## src/rtl/mbs_pkg.sv

```systemverilog
package mbs_pkg;
  // clock positions inside one five-clock bus cycle
  typedef enum logic [2:0] {
    PH_ADDR = 3'd0,
    PH_HOLD = 3'd1,
    PH_DS1  = 3'd2,
    PH_DS2  = 3'd3,
    PH_REL  = 3'd4
  } phase_e;

  localparam int unsigned CYCLE_CLKS = 5;
endpackage

```

## src/rtl/mbs_phase_ctr.sv

```systemverilog
module mbs_phase_ctr
  import mbs_pkg::*;
(
  input  logic   clk,
  input  logic   rst_n,
  output phase_e phase,
  output logic   last
);
  phase_e phase_q;

  assign phase = phase_q;
  assign last  = (phase_q == PH_REL);

  always_ff @(posedge clk) begin
    if (!rst_n)    phase_q <= PH_ADDR;
    else if (last) phase_q <= PH_ADDR;
    else           phase_q <= phase_e'(phase_q + 3'd1);
  end
endmodule

```

## src/rtl/mbs_cycle_reg.sv

```systemverilog
module mbs_cycle_reg #(
  parameter int ADDR_W = 13,
  parameter int DATA_W = 8
) (
  input  logic              clk,
  input  logic              rst_n,
  input  logic              last,
  input  logic              req_valid,
  output logic              req_ready,
  input  logic [ADDR_W-1:0] req_addr,
  input  logic [DATA_W-1:0] req_wdata,
  input  logic              req_write,
  input  logic              req_fetch,
  input  logic              idle_mode,
  input  logic              stop_mode,
  output logic              cur_valid,
  output logic              cur_write,
  output logic              cur_fetch,
  output logic [ADDR_W-1:0] cur_addr,
  output logic [DATA_W-1:0] cur_wdata,
  output logic              susp
);
  logic lp_req;
  logic take;

  assign lp_req    = idle_mode | stop_mode;
  assign req_ready = last & ~lp_req;
  assign take      = req_valid & req_ready;

  always_ff @(posedge clk) begin
    if (!rst_n) begin
      susp      <= 1'b1;
      cur_valid <= 1'b0;
      cur_write <= 1'b0;
      cur_fetch <= 1'b0;
      cur_addr  <= '0;
      cur_wdata <= '0;
    end else if (last) begin
      susp      <= lp_req;
      cur_valid <= take;
      if (take) begin
        cur_write <= req_write;
        cur_fetch <= req_fetch & ~req_write;
        cur_addr  <= req_addr;
        cur_wdata <= req_wdata;
      end else begin
        cur_write <= 1'b0;
        cur_fetch <= 1'b0;
      end
    end
  end
endmodule

```

## src/rtl/mbs_pin_drive.sv

```systemverilog
module mbs_pin_drive
  import mbs_pkg::*;
#(
  parameter int ADDR_W = 13,
  parameter int DATA_W = 8
) (
  input  logic                     clk,
  input  logic                     rst_n,
  input  phase_e                   phase,
  input  logic                     susp,
  input  logic                     cur_valid,
  input  logic                     cur_write,
  input  logic                     cur_fetch,
  input  logic [ADDR_W-1:0]        cur_addr,
  input  logic [DATA_W-1:0]        cur_wdata,
  input  logic [DATA_W-1:0]        bus_in,
  output logic [ADDR_W-DATA_W-1:0] bus_addr_hi,
  output logic [DATA_W-1:0]        bus_out,
  output logic                     bus_oe,
  output logic                     bus_as,
  output logic                     bus_ds,
  output logic                     bus_rw_n,
  output logic                     bus_li,
  output logic                     rsp_valid,
  output logic [DATA_W-1:0]        rsp_rdata
);
  logic            active;
  logic            wr_cyc;
  logic            rd_cyc;
  logic            mid_phase;
  logic            strobe_ph;
  logic [DATA_W-1:0] rdata_q;

  assign active    = ~susp;
  assign wr_cyc    = cur_valid & cur_write;
  assign rd_cyc    = cur_valid & ~cur_write;
  assign strobe_ph = (phase == PH_DS1) | (phase == PH_DS2);
  assign mid_phase = (phase == PH_HOLD) | strobe_ph;

  assign bus_addr_hi = cur_addr[ADDR_W-1:DATA_W];
  assign bus_out     = (phase == PH_ADDR) ? cur_addr[DATA_W-1:0] : cur_wdata;
  assign bus_oe      = active & ((phase == PH_ADDR) | (wr_cyc & mid_phase));
  assign bus_as      = active & (phase == PH_ADDR);
  assign bus_ds      = active & strobe_ph;
  assign bus_rw_n    = ~(active & wr_cyc);
  assign bus_li      = active & rd_cyc & cur_fetch & mid_phase;
  assign rsp_valid   = cur_valid & (phase == PH_REL);
  assign rsp_rdata   = rdata_q;

  always_ff @(posedge clk) begin
    if (!rst_n)                                  rdata_q <= '0;
    else if (active && rd_cyc && phase == PH_DS2) rdata_q <= bus_in;
  end
endmodule

```

## src/rtl/mux_bus_seq.sv

```systemverilog
module mux_bus_seq
  import mbs_pkg::*;
#(
  parameter int ADDR_W = 13,
  parameter int DATA_W = 8,
  localparam int HI_W  = ADDR_W - DATA_W
) (
  input  logic              clk,
  input  logic              rst_n,
  input  logic              req_valid,
  output logic              req_ready,
  input  logic [ADDR_W-1:0] req_addr,
  input  logic [DATA_W-1:0] req_wdata,
  input  logic              req_write,
  input  logic              req_fetch,
  output logic              rsp_valid,
  output logic [DATA_W-1:0] rsp_rdata,
  input  logic              idle_mode,
  input  logic              stop_mode,
  output logic [HI_W-1:0]   bus_addr_hi,
  output logic [DATA_W-1:0] bus_out,
  output logic              bus_oe,
  input  logic [DATA_W-1:0] bus_in,
  output logic              bus_as,
  output logic              bus_ds,
  output logic              bus_rw_n,
  output logic              bus_li
);
  phase_e            phase;
  logic              last;
  logic              susp;
  logic              cur_valid;
  logic              cur_write;
  logic              cur_fetch;
  logic [ADDR_W-1:0] cur_addr;
  logic [DATA_W-1:0] cur_wdata;

  mbs_phase_ctr u_phase (
    .clk   (clk),
    .rst_n (rst_n),
    .phase (phase),
    .last  (last)
  );

  mbs_cycle_reg #(.ADDR_W(ADDR_W), .DATA_W(DATA_W)) u_cyc (
    .clk       (clk),
    .rst_n     (rst_n),
    .last      (last),
    .req_valid (req_valid),
    .req_ready (req_ready),
    .req_addr  (req_addr),
    .req_wdata (req_wdata),
    .req_write (req_write),
    .req_fetch (req_fetch),
    .idle_mode (idle_mode),
    .stop_mode (stop_mode),
    .cur_valid (cur_valid),
    .cur_write (cur_write),
    .cur_fetch (cur_fetch),
    .cur_addr  (cur_addr),
    .cur_wdata (cur_wdata),
    .susp      (susp)
  );

  mbs_pin_drive #(.ADDR_W(ADDR_W), .DATA_W(DATA_W)) u_pins (
    .clk         (clk),
    .rst_n       (rst_n),
    .phase       (phase),
    .susp        (susp),
    .cur_valid   (cur_valid),
    .cur_write   (cur_write),
    .cur_fetch   (cur_fetch),
    .cur_addr    (cur_addr),
    .cur_wdata   (cur_wdata),
    .bus_in      (bus_in),
    .bus_addr_hi (bus_addr_hi),
    .bus_out     (bus_out),
    .bus_oe      (bus_oe),
    .bus_as      (bus_as),
    .bus_ds      (bus_ds),
    .bus_rw_n    (bus_rw_n),
    .bus_li      (bus_li),
    .rsp_valid   (rsp_valid),
    .rsp_rdata   (rsp_rdata)
  );
endmodule

```

## config.mk

```make
export PLATFORM = sky130hd
export DESIGN_NAME = mux_bus_seq
export DESIGN_NICKNAME = d
export VERILOG_FILES = /design/src/rtl/mbs_pkg.sv /design/src/rtl/mbs_phase_ctr.sv /design/src/rtl/mbs_cycle_reg.sv /design/src/rtl/mbs_pin_drive.sv /design/src/rtl/mux_bus_seq.sv
export SDC_FILE = /design/constraint.sdc
export NUM_CORES = 1
export LEC_CHECK = 0
export BUFFER_PORTS_ARGS = -buffer_cell sky130_fd_sc_hd__buf_2
export CAP_MARGIN = 20
export CORE_MARGIN = 1.5
export CORE_UTILIZATION = 54
export CTS_BUF_LIST = sky130_fd_sc_hd__clkbuf_4 sky130_fd_sc_hd__clkbuf_8
export DETAILED_ROUTE_END_ITERATION = 6
export GPL_TIMING_DRIVEN = 0
export MAX_ROUTING_LAYER = met4
export PLACE_DENSITY = 0.95
export SYNTH_ARGS = -nofsm -noshare
export SYNTH_HDL_FRONTEND = slang
export SYNTH_HIERARCHICAL = 1
export SYNTH_SLANG_ARGS = --single-unit
```

## constraint.sdc

```tcl
create_clock -name clk -period 3.53 [get_ports clk]
set_input_delay 0.706 -clock clk [delete_from_list [all_inputs] [get_ports clk]]
set_output_delay 0.706 -clock clk [all_outputs]
set_load 0.02 [all_outputs]
```

==> results of run 1 <==
-- per-layer routing --
layer,wire length (um),vias up
li1,-,739
met5,0,-
met2,1520,53
met3,233,9
met4,81,0
met1,1510,640
-- kinds of logic (layout without fill, tap and decap cells) --
| kind of cell | after synthesis | in the layout | share of synthesized area [%] |
|---|---|---|---|
| fa+ha+maj | 2 | 2 | 1.46 |
| flops | 36 | 36 | 42.2 |
| compound gates | 6 | 6 | 2.64 |
| buf+inv | 20 | 91 | 8.64 |
| simple gates | 80 | 80 | 22.8 |
| mux | 37 | 37 | 22.3 |
-- layout make-up --
class / count / area, um^2
fillers: 248 / 870
multi-input cells: 125 / 840
flip-flops and latches: 36 / 721
repair buffers: 63 / 315
plain buffers: 16 / 133
well taps: 44 / 55.1
clock buffers: 6 / 45.0
clock inverters: 2 / 35.0
inverters: 4 / 15.0
-- cell usage in the layout, fill, tap and decap left out, drive strengths merged, types with 3 or more instances in the layout --
| cell | n |
|---|---|
| nand2 | 59 |
| dfxtp | 36 |
| mux2 | 8 |
| and3 | 3 |
| buf | 77 |
| clkbuf | 8 |
| inv | 4 |
| mux2i | 29 |
| nor2 | 3 |
-- power by group through the flow --
stage	sequential, mW	combinational [mW]	clock (mW)
final	0.417	0.0730	0.295
after floorplan	0.425	0.0426	0
after CTS	0.417	0.0738	0.301
after global placement	0.426	0.0707	0
after global routing	0.419	0.0823	0.317
after detailed placement	0.427	0.0720	0
-- flip-flops by register name (all words and copies together), names as in the netlist --
name              flops
u_cyc/cur_addr       13
u_cyc/cur_fetch       1
u_cyc/cur_valid       1
u_cyc/cur_wdata       8
u_cyc/cur_write       1
u_cyc/susp            1
u_phase/phase         3
u_pins/rsp_rdata      8
-- stage by stage --
stage	total power [mW]	cells	util, %
after floorplan	0.468	181	-
after global placement	0.497	288	68.6
final	0.786	296	71.3
after global routing	0.817	296	71.3
after CTS	0.792	296	71.3
after detailed placement	0.499	288	68.6
-- worst max path at each step --
| stage | endpoint | slack (ps) | cells after the start |
|---|---|---|---|
| final | req_ready | 1020 | 6 |
| after CTS | req_ready | 1020 | 6 |
| after floorplan | req_ready | 1470 | 5 |
| after global placement | bus_out[0] | 1440 | 3 |
| after detailed placement | bus_out[0] | 1430 | 3 |
| after global routing | req_ready | 930 | 6 |
-- tightest hold or removal path: cells and delay by family (launching register included) --
kind	cells	cell delay (ps)
flops	1	330
simple gates	1	50
mux	1	50
==> flow_summary_export.csv, run 1 <==
group,metric,value,unit
status,outcome,"finished, final reports clean",
drt,drc,0,
synthesis,yosysTopAreaCell,"dfxtp_1",
power,switching_share,23.5,%
drt,drt-total-wl,3350,um
drt,postRouteAntennaNets,0,
timing,hold_violations,0,
drt,drtIter0Drc,58,
worst_setup_path,crit_family,"buffers and inverters",
floorplan,die_y,59.2,um
synthesis,synth_cell_types,34,
power,combPwrFrac,9.3,%
timing,final.period_utilization,71.2,%
worst_setup_path,r2r_cells,8,
power,vdd_drop_max,0.285,mV
synthesis,synthTopCellsByArea,"dfxtp_1 42%, mux2i_1 17%, nand2_1 13%",
floorplan,start_util,56.4,%
floorplan,io_pins,64,
drt,viasPerCell,4.87,
worst_setup_path,cp.required,2820,ps
drt,routedWlPerCell,11.3,um
clocking,clock_sinks,36,
worst_setup_path,startpoint,"u_phase/phase[0]",
global_routing,grt_max_degree,12,
min_path,hold_start,"u_cyc/cur_addr[0]",
finish,n_antenna_cell,0,
clocking,cts_tree,"built",
synthesis,syn_area,0.00171,mm^2
placement,post-dp-hpwl,2400,um
worst_setup_path,crit_path_cell_trace,"inv_1 > ha_1 > nand2_1 > inv_1 > nor3b_1 > buf_2",
synthesis,synth.net_count,219,
synthesis,synth_edf_count,0,
global_routing,grt_pass1_vias,1321,
clocking,htree_levels,2,
placement,dp_slack,1430,ps
finish,syn2layout_area_growth,26.4,%
worst_setup_path,end_kind,"output pin",
timing,setup_tns,0,ps
synthesis,synth_area_per_cell,9.44,um^2
clocking,cts-resized-gates,0,
power,clkPwrFrac,37.6,%
power,p_seq_share,53.1,%
floorplan,die-area,0.00351,mm^2
synthesis,synth.top_cells.by_count,"59 x nand2_1, 36 x dfxtp_1, 29 x mux2i_1, 8 x mux2_2",
timing,hold_slack,463,ps
power,power_density,364,mW/mm^2
timing,worst_pin_slew,420,ps
worst_setup_path,arrival,1810,ps
worst_setup_path,rr_startpoint,"u_phase/phase[0]",
global_routing,antenna_found_initial,0,
min_path,hold_class,"reg2reg",
synthesis,syn_inst,181,
synthesis,synth_most_common_cell,"nand2_1",
timing,fin_crit,2510,ps
clocking,insertion_delay,350,ps
synthesis,yosysSeqAreaShare,42.2,%
finish,drive_gt1_share,40.1,%
timing,slew_violations,0,
synthesis,ys_seq_elements,36,
timing,setup_viol,0,
min_path,holdPathEnd,"u_cyc/cur_addr[0]",
clocking,cts-root-buf,"clkbuf_4",
global_routing,grt_pass1_wl,5550,um
floorplan,rows,20,
synthesis,synth-main-ff-cell,"dfxtp_1",
finish,num-nets-final,289,
timing,timing.final.ws_setup,1020,ps
flow_run,maxCapViolations,0,
min_path,whs_path_depth,2,
global_routing,met3_usage,6.11,%
worst_setup_path,r2r-end,"u_cyc/cur_valid",
worst_setup_path,crit_type,"reg2out",
timing,grt_setup_unrepaired,"false",
worst_setup_path,cp_slowest_stage_delay,390,ps
worst_setup_path,critical_path.most_common_cell,"inv_1",
power,power_leakage,1.01,nW
clocking,cts-buffers-inserted,5,
synthesis,postSynth.asyncResetShare,0,%
placement,portBuffers,63,
drt,first_pass_iters,4,
clocking,clockBufferDepth,2,
synthesis,synth_warnings,6,
timing,slew_headroom,71.9,%
floorplan,core_area,0.00303,mm^2
placement,place_area,0.00208,mm^2
worst_setup_path,crit_slowest_cell,"dfxtp_1",
placement,globalplace.congestion,0.770,
worst_setup_path,cp_num_buf_inv,3,
clocking,postCtsHoldBufs,0,
drt,vias,1441,
worst_setup_path,start_kind,"flip-flop",
power,power.switching,0.184,mW
synthesis,synth_top_area_share,42.2,%
floorplan,die_w,59.2,um
global_routing,grtUsageMet1,24.8,%
power,intPower,0.601,mW
global_routing,top_usage_layer,"met2",
worst_setup_path,reg2reg_slack,1690,ps
timing,fin_skew,5.63,ps
global_routing,grt.total_usage,21.8,%
worst_setup_path,critical_path.max_fanout,6,
timing,max_freq,398,MHz
finish,finalInstanceArea,0.00216,mm^2
clocking,path_clk_slew,110,ps
global_routing,use_met2,33.4,%
clocking,cts_setup_buffers,0,
global_routing,grt_overflow,0,
Power figures use the tool's default switching activity.
==> inputs of run 2 (changes only) <==
--- a/config.mk
+++ b/config.mk
@@ -8,12 +8,12 @@
 export BUFFER_PORTS_ARGS = -buffer_cell sky130_fd_sc_hd__buf_2
 export CAP_MARGIN = 20
 export CORE_MARGIN = 1.5
-export CORE_UTILIZATION = 54
+export CORE_UTILIZATION = 46
 export CTS_BUF_LIST = sky130_fd_sc_hd__clkbuf_4 sky130_fd_sc_hd__clkbuf_8
 export DETAILED_ROUTE_END_ITERATION = 6
 export GPL_TIMING_DRIVEN = 0
 export MAX_ROUTING_LAYER = met4
-export PLACE_DENSITY = 0.95
+export PLACE_DENSITY = 0.88
 export SYNTH_ARGS = -nofsm -noshare
 export SYNTH_HDL_FRONTEND = slang
 export SYNTH_HIERARCHICAL = 1
==> constraint.sdc (replaced) <==
create_clock -name clk -period 2.1 [get_ports clk]
set_input_delay 0.42 -clock clk [delete_from_list [all_inputs] [get_ports clk]]
set_output_delay 0.42 -clock clk [all_outputs]
set_load 0.02 [all_outputs]
==> run 2 against run 1 <==
  * Cell count grew 1.0%
  * Routed wire length down 2.1%
  * Combinational power increased by 86%
  * Hold slack worse by 79 ps
  * Flip-flop and latch count unchanged
  * Clock skew is essentially flat
  * Critical endpoint is now bus_out[1]
  * Largest cell class unchanged
  * Highest routed layer unchanged
==> flow_summary_export.csv, run 2 (synthesis gave the netlist of run 1 again) <==
group,metric,value,unit
status,outcome,"finished, final reports clean",
floorplan,die-area,0.00409,mm^2
drt,routedWlPerCell,11.0,um
clocking,clockBufferDepth,2,
worst_setup_path,end_kind,"output pin",
timing,final.period_utilization,93.6,%
clocking,cts_tree,"built",
power,power_leakage,1.02,nW
drt,viasPerCell,4.69,
finish,largest_reg_flops,13,
global_routing,antenna_found_initial,0,
drt,drt-total-wl,3280,um
finish,fin_util,64.0,%
worst_setup_path,critical_path.max_fanout,8,
global_routing,grt_overflow,0,
clocking,path_clk_slew,70,ps
finish,syn2layout_area_growth,29.0,%
timing,slew_violations,0,
global_routing,grt_pass1_vias,1252,
power,vdd_drop_max,0.391,mV
worst_setup_path,crit_end,"bus_out[1]",
drt,vias,1403,
timing,grt_setup_unrepaired,"false",
global_routing,grt.total_usage,17.4,%
floorplan,die_w,63.9,um
worst_setup_path,crit_type,"reg2out",
floorplan,io_pins,64,
timing,fin_crit,1970,ps
timing,hold_violations,0,
clocking,insertion_delay,270,ps
worst_setup_path,rr_startpoint,"u_phase/phase[0]",
worst_setup_path,cp.required,1680,ps
finish,num-nets-final,290,
worst_setup_path,reg2reg_slack,370,ps
drt,postRouteAntennaNets,0,
timing,fin_skew,5.88,ps
placement,globalplace.congestion,0.763,
worst_setup_path,r2r_cells,8,
clocking,cts-buffers-inserted,5,
clocking,clock_sinks,36,
drt,first_pass_iters,4,
worst_setup_path,r2r-end,"u_cyc/cur_valid",
finish,fill_cells,308,
timing,setup_viol,0,
clocking,cts-root-buf,"clkbuf_8",
global_routing,grt_pass1_wl,5460,um
drt,drtIter0Drc,53,
placement,portBuffers,63,
floorplan,die_y,63.9,um
flow_run,maxCapViolations,0,
timing,slew_headroom,72.2,%
floorplan,core_area,0.00344,mm^2
finish,largest-register,"u_cyc/cur_addr",
worst_setup_path,startpoint,"u_phase/phase[2]",
worst_setup_path,start_kind,"flip-flop",
clocking,htree_levels,2,
min_path,hold_start,"req_addr[10]",
placement,post-dp-hpwl,2440,um
floorplan,start_util,49.6,%
drt,drc,0,
min_path,hold_class,"in2reg",
timing,worst_pin_slew,418,ps
finish,n_antenna_cell,0,
finish,drive_gt1_share,41.1,%
timing,setup_tns,0,ps
finish,layout.cells.most_common_list,"68 x buf_2, 59 x nand2_1, 36 x dfxtp_1",
power,power_density,612,mW/mm^2
finish,mostFrequentLayoutCell,"buf_2",
worst_setup_path,arrival,1550,ps
floorplan,rows,21,
timing,max_freq,509,MHz
global_routing,grt_max_degree,11,
-- run 2: cell count changes in the layout (fill, tap and decap cells not counted), sizes merged --
| cell | before | now |
|---|---|---|
| buf | 77 | 78 |
| bufinv | 1 | 0 |
| clkbuf | 8 | 10 |
| clkinv | 1 | 0 |
-- run 2: critical path, stage by stage (launching register included) --
cell and delay (ps):
dfxtp_1 390, nor3_4 240, buf_12 150, mux2_2 330, buf_2 160
-- run 2: worst min-delay path by stage --
stage	to	slack [ps]	depth (start not counted)
final	u_cyc/cur_addr[10]	380	3
after global routing	u_cyc/cur_addr[1]	380	3
after CTS	u_cyc/cur_addr[11]	380	3
after detailed placement	u_cyc/cur_addr[6]	440	2
after global placement	u_cyc/cur_wdata[5]	440	2
after floorplan	u_cyc/cur_addr[0]	430	2
-- run 2: repair_timing --
action / 4_1_cts / 5_1_grt
resized for setup: 0 / 2
hold buffers: 0 / 0
endpoints found under the setup margin: 4 / 9
pin swaps: 1 / 1
gates cloned: 0 / 0
setup buffers: 0 / 1
-- run 2: layout make-up --
| cell class | instances | area [um^2] | area share, % |
|---|---|---|---|
| Clock buffer | 8 | 97.6 | 4.43 |
| Sequential cell | 36 | 721 | 32.7 |
| Inverter | 4 | 15.0 | 0.681 |
| Tap cell | 46 | 57.6 | 2.61 |
| Multi-Input combinational cell | 125 | 845 | 38.3 |
| Timing Repair Buffer | 64 | 335 | 15.2 |
| Buffer | 16 | 133 | 6.02 |
-- run 2: metal layers --
metal	track usage [%]	part of all wire, %
met5	-	0
met4	6.52	1.1
met3	4.75	6.1
met2	27.6	47
met1	21.2	46
-- run 2: per-stage QoR --
step	hold WS [ps]	std cells	power (mW)	area (um^2)	setup slack, ps
floorplan	431	181	0.786	1710	329
detailed placement	444	290	0.838	2080	308
global route	382	299	1.42	2200	24.3
CTS	377	298	1.35	2180	18.5
global placement	441	290	0.837	2080	280
finish	384	299	1.35	2200	135
-- run 2: where the power goes --
part,internal (mW),switching (mW)
Sequential,0.689,0.0117
Clock,0.293,0.220
Combinational,0.0712,0.0645
Total,1.05,0.296
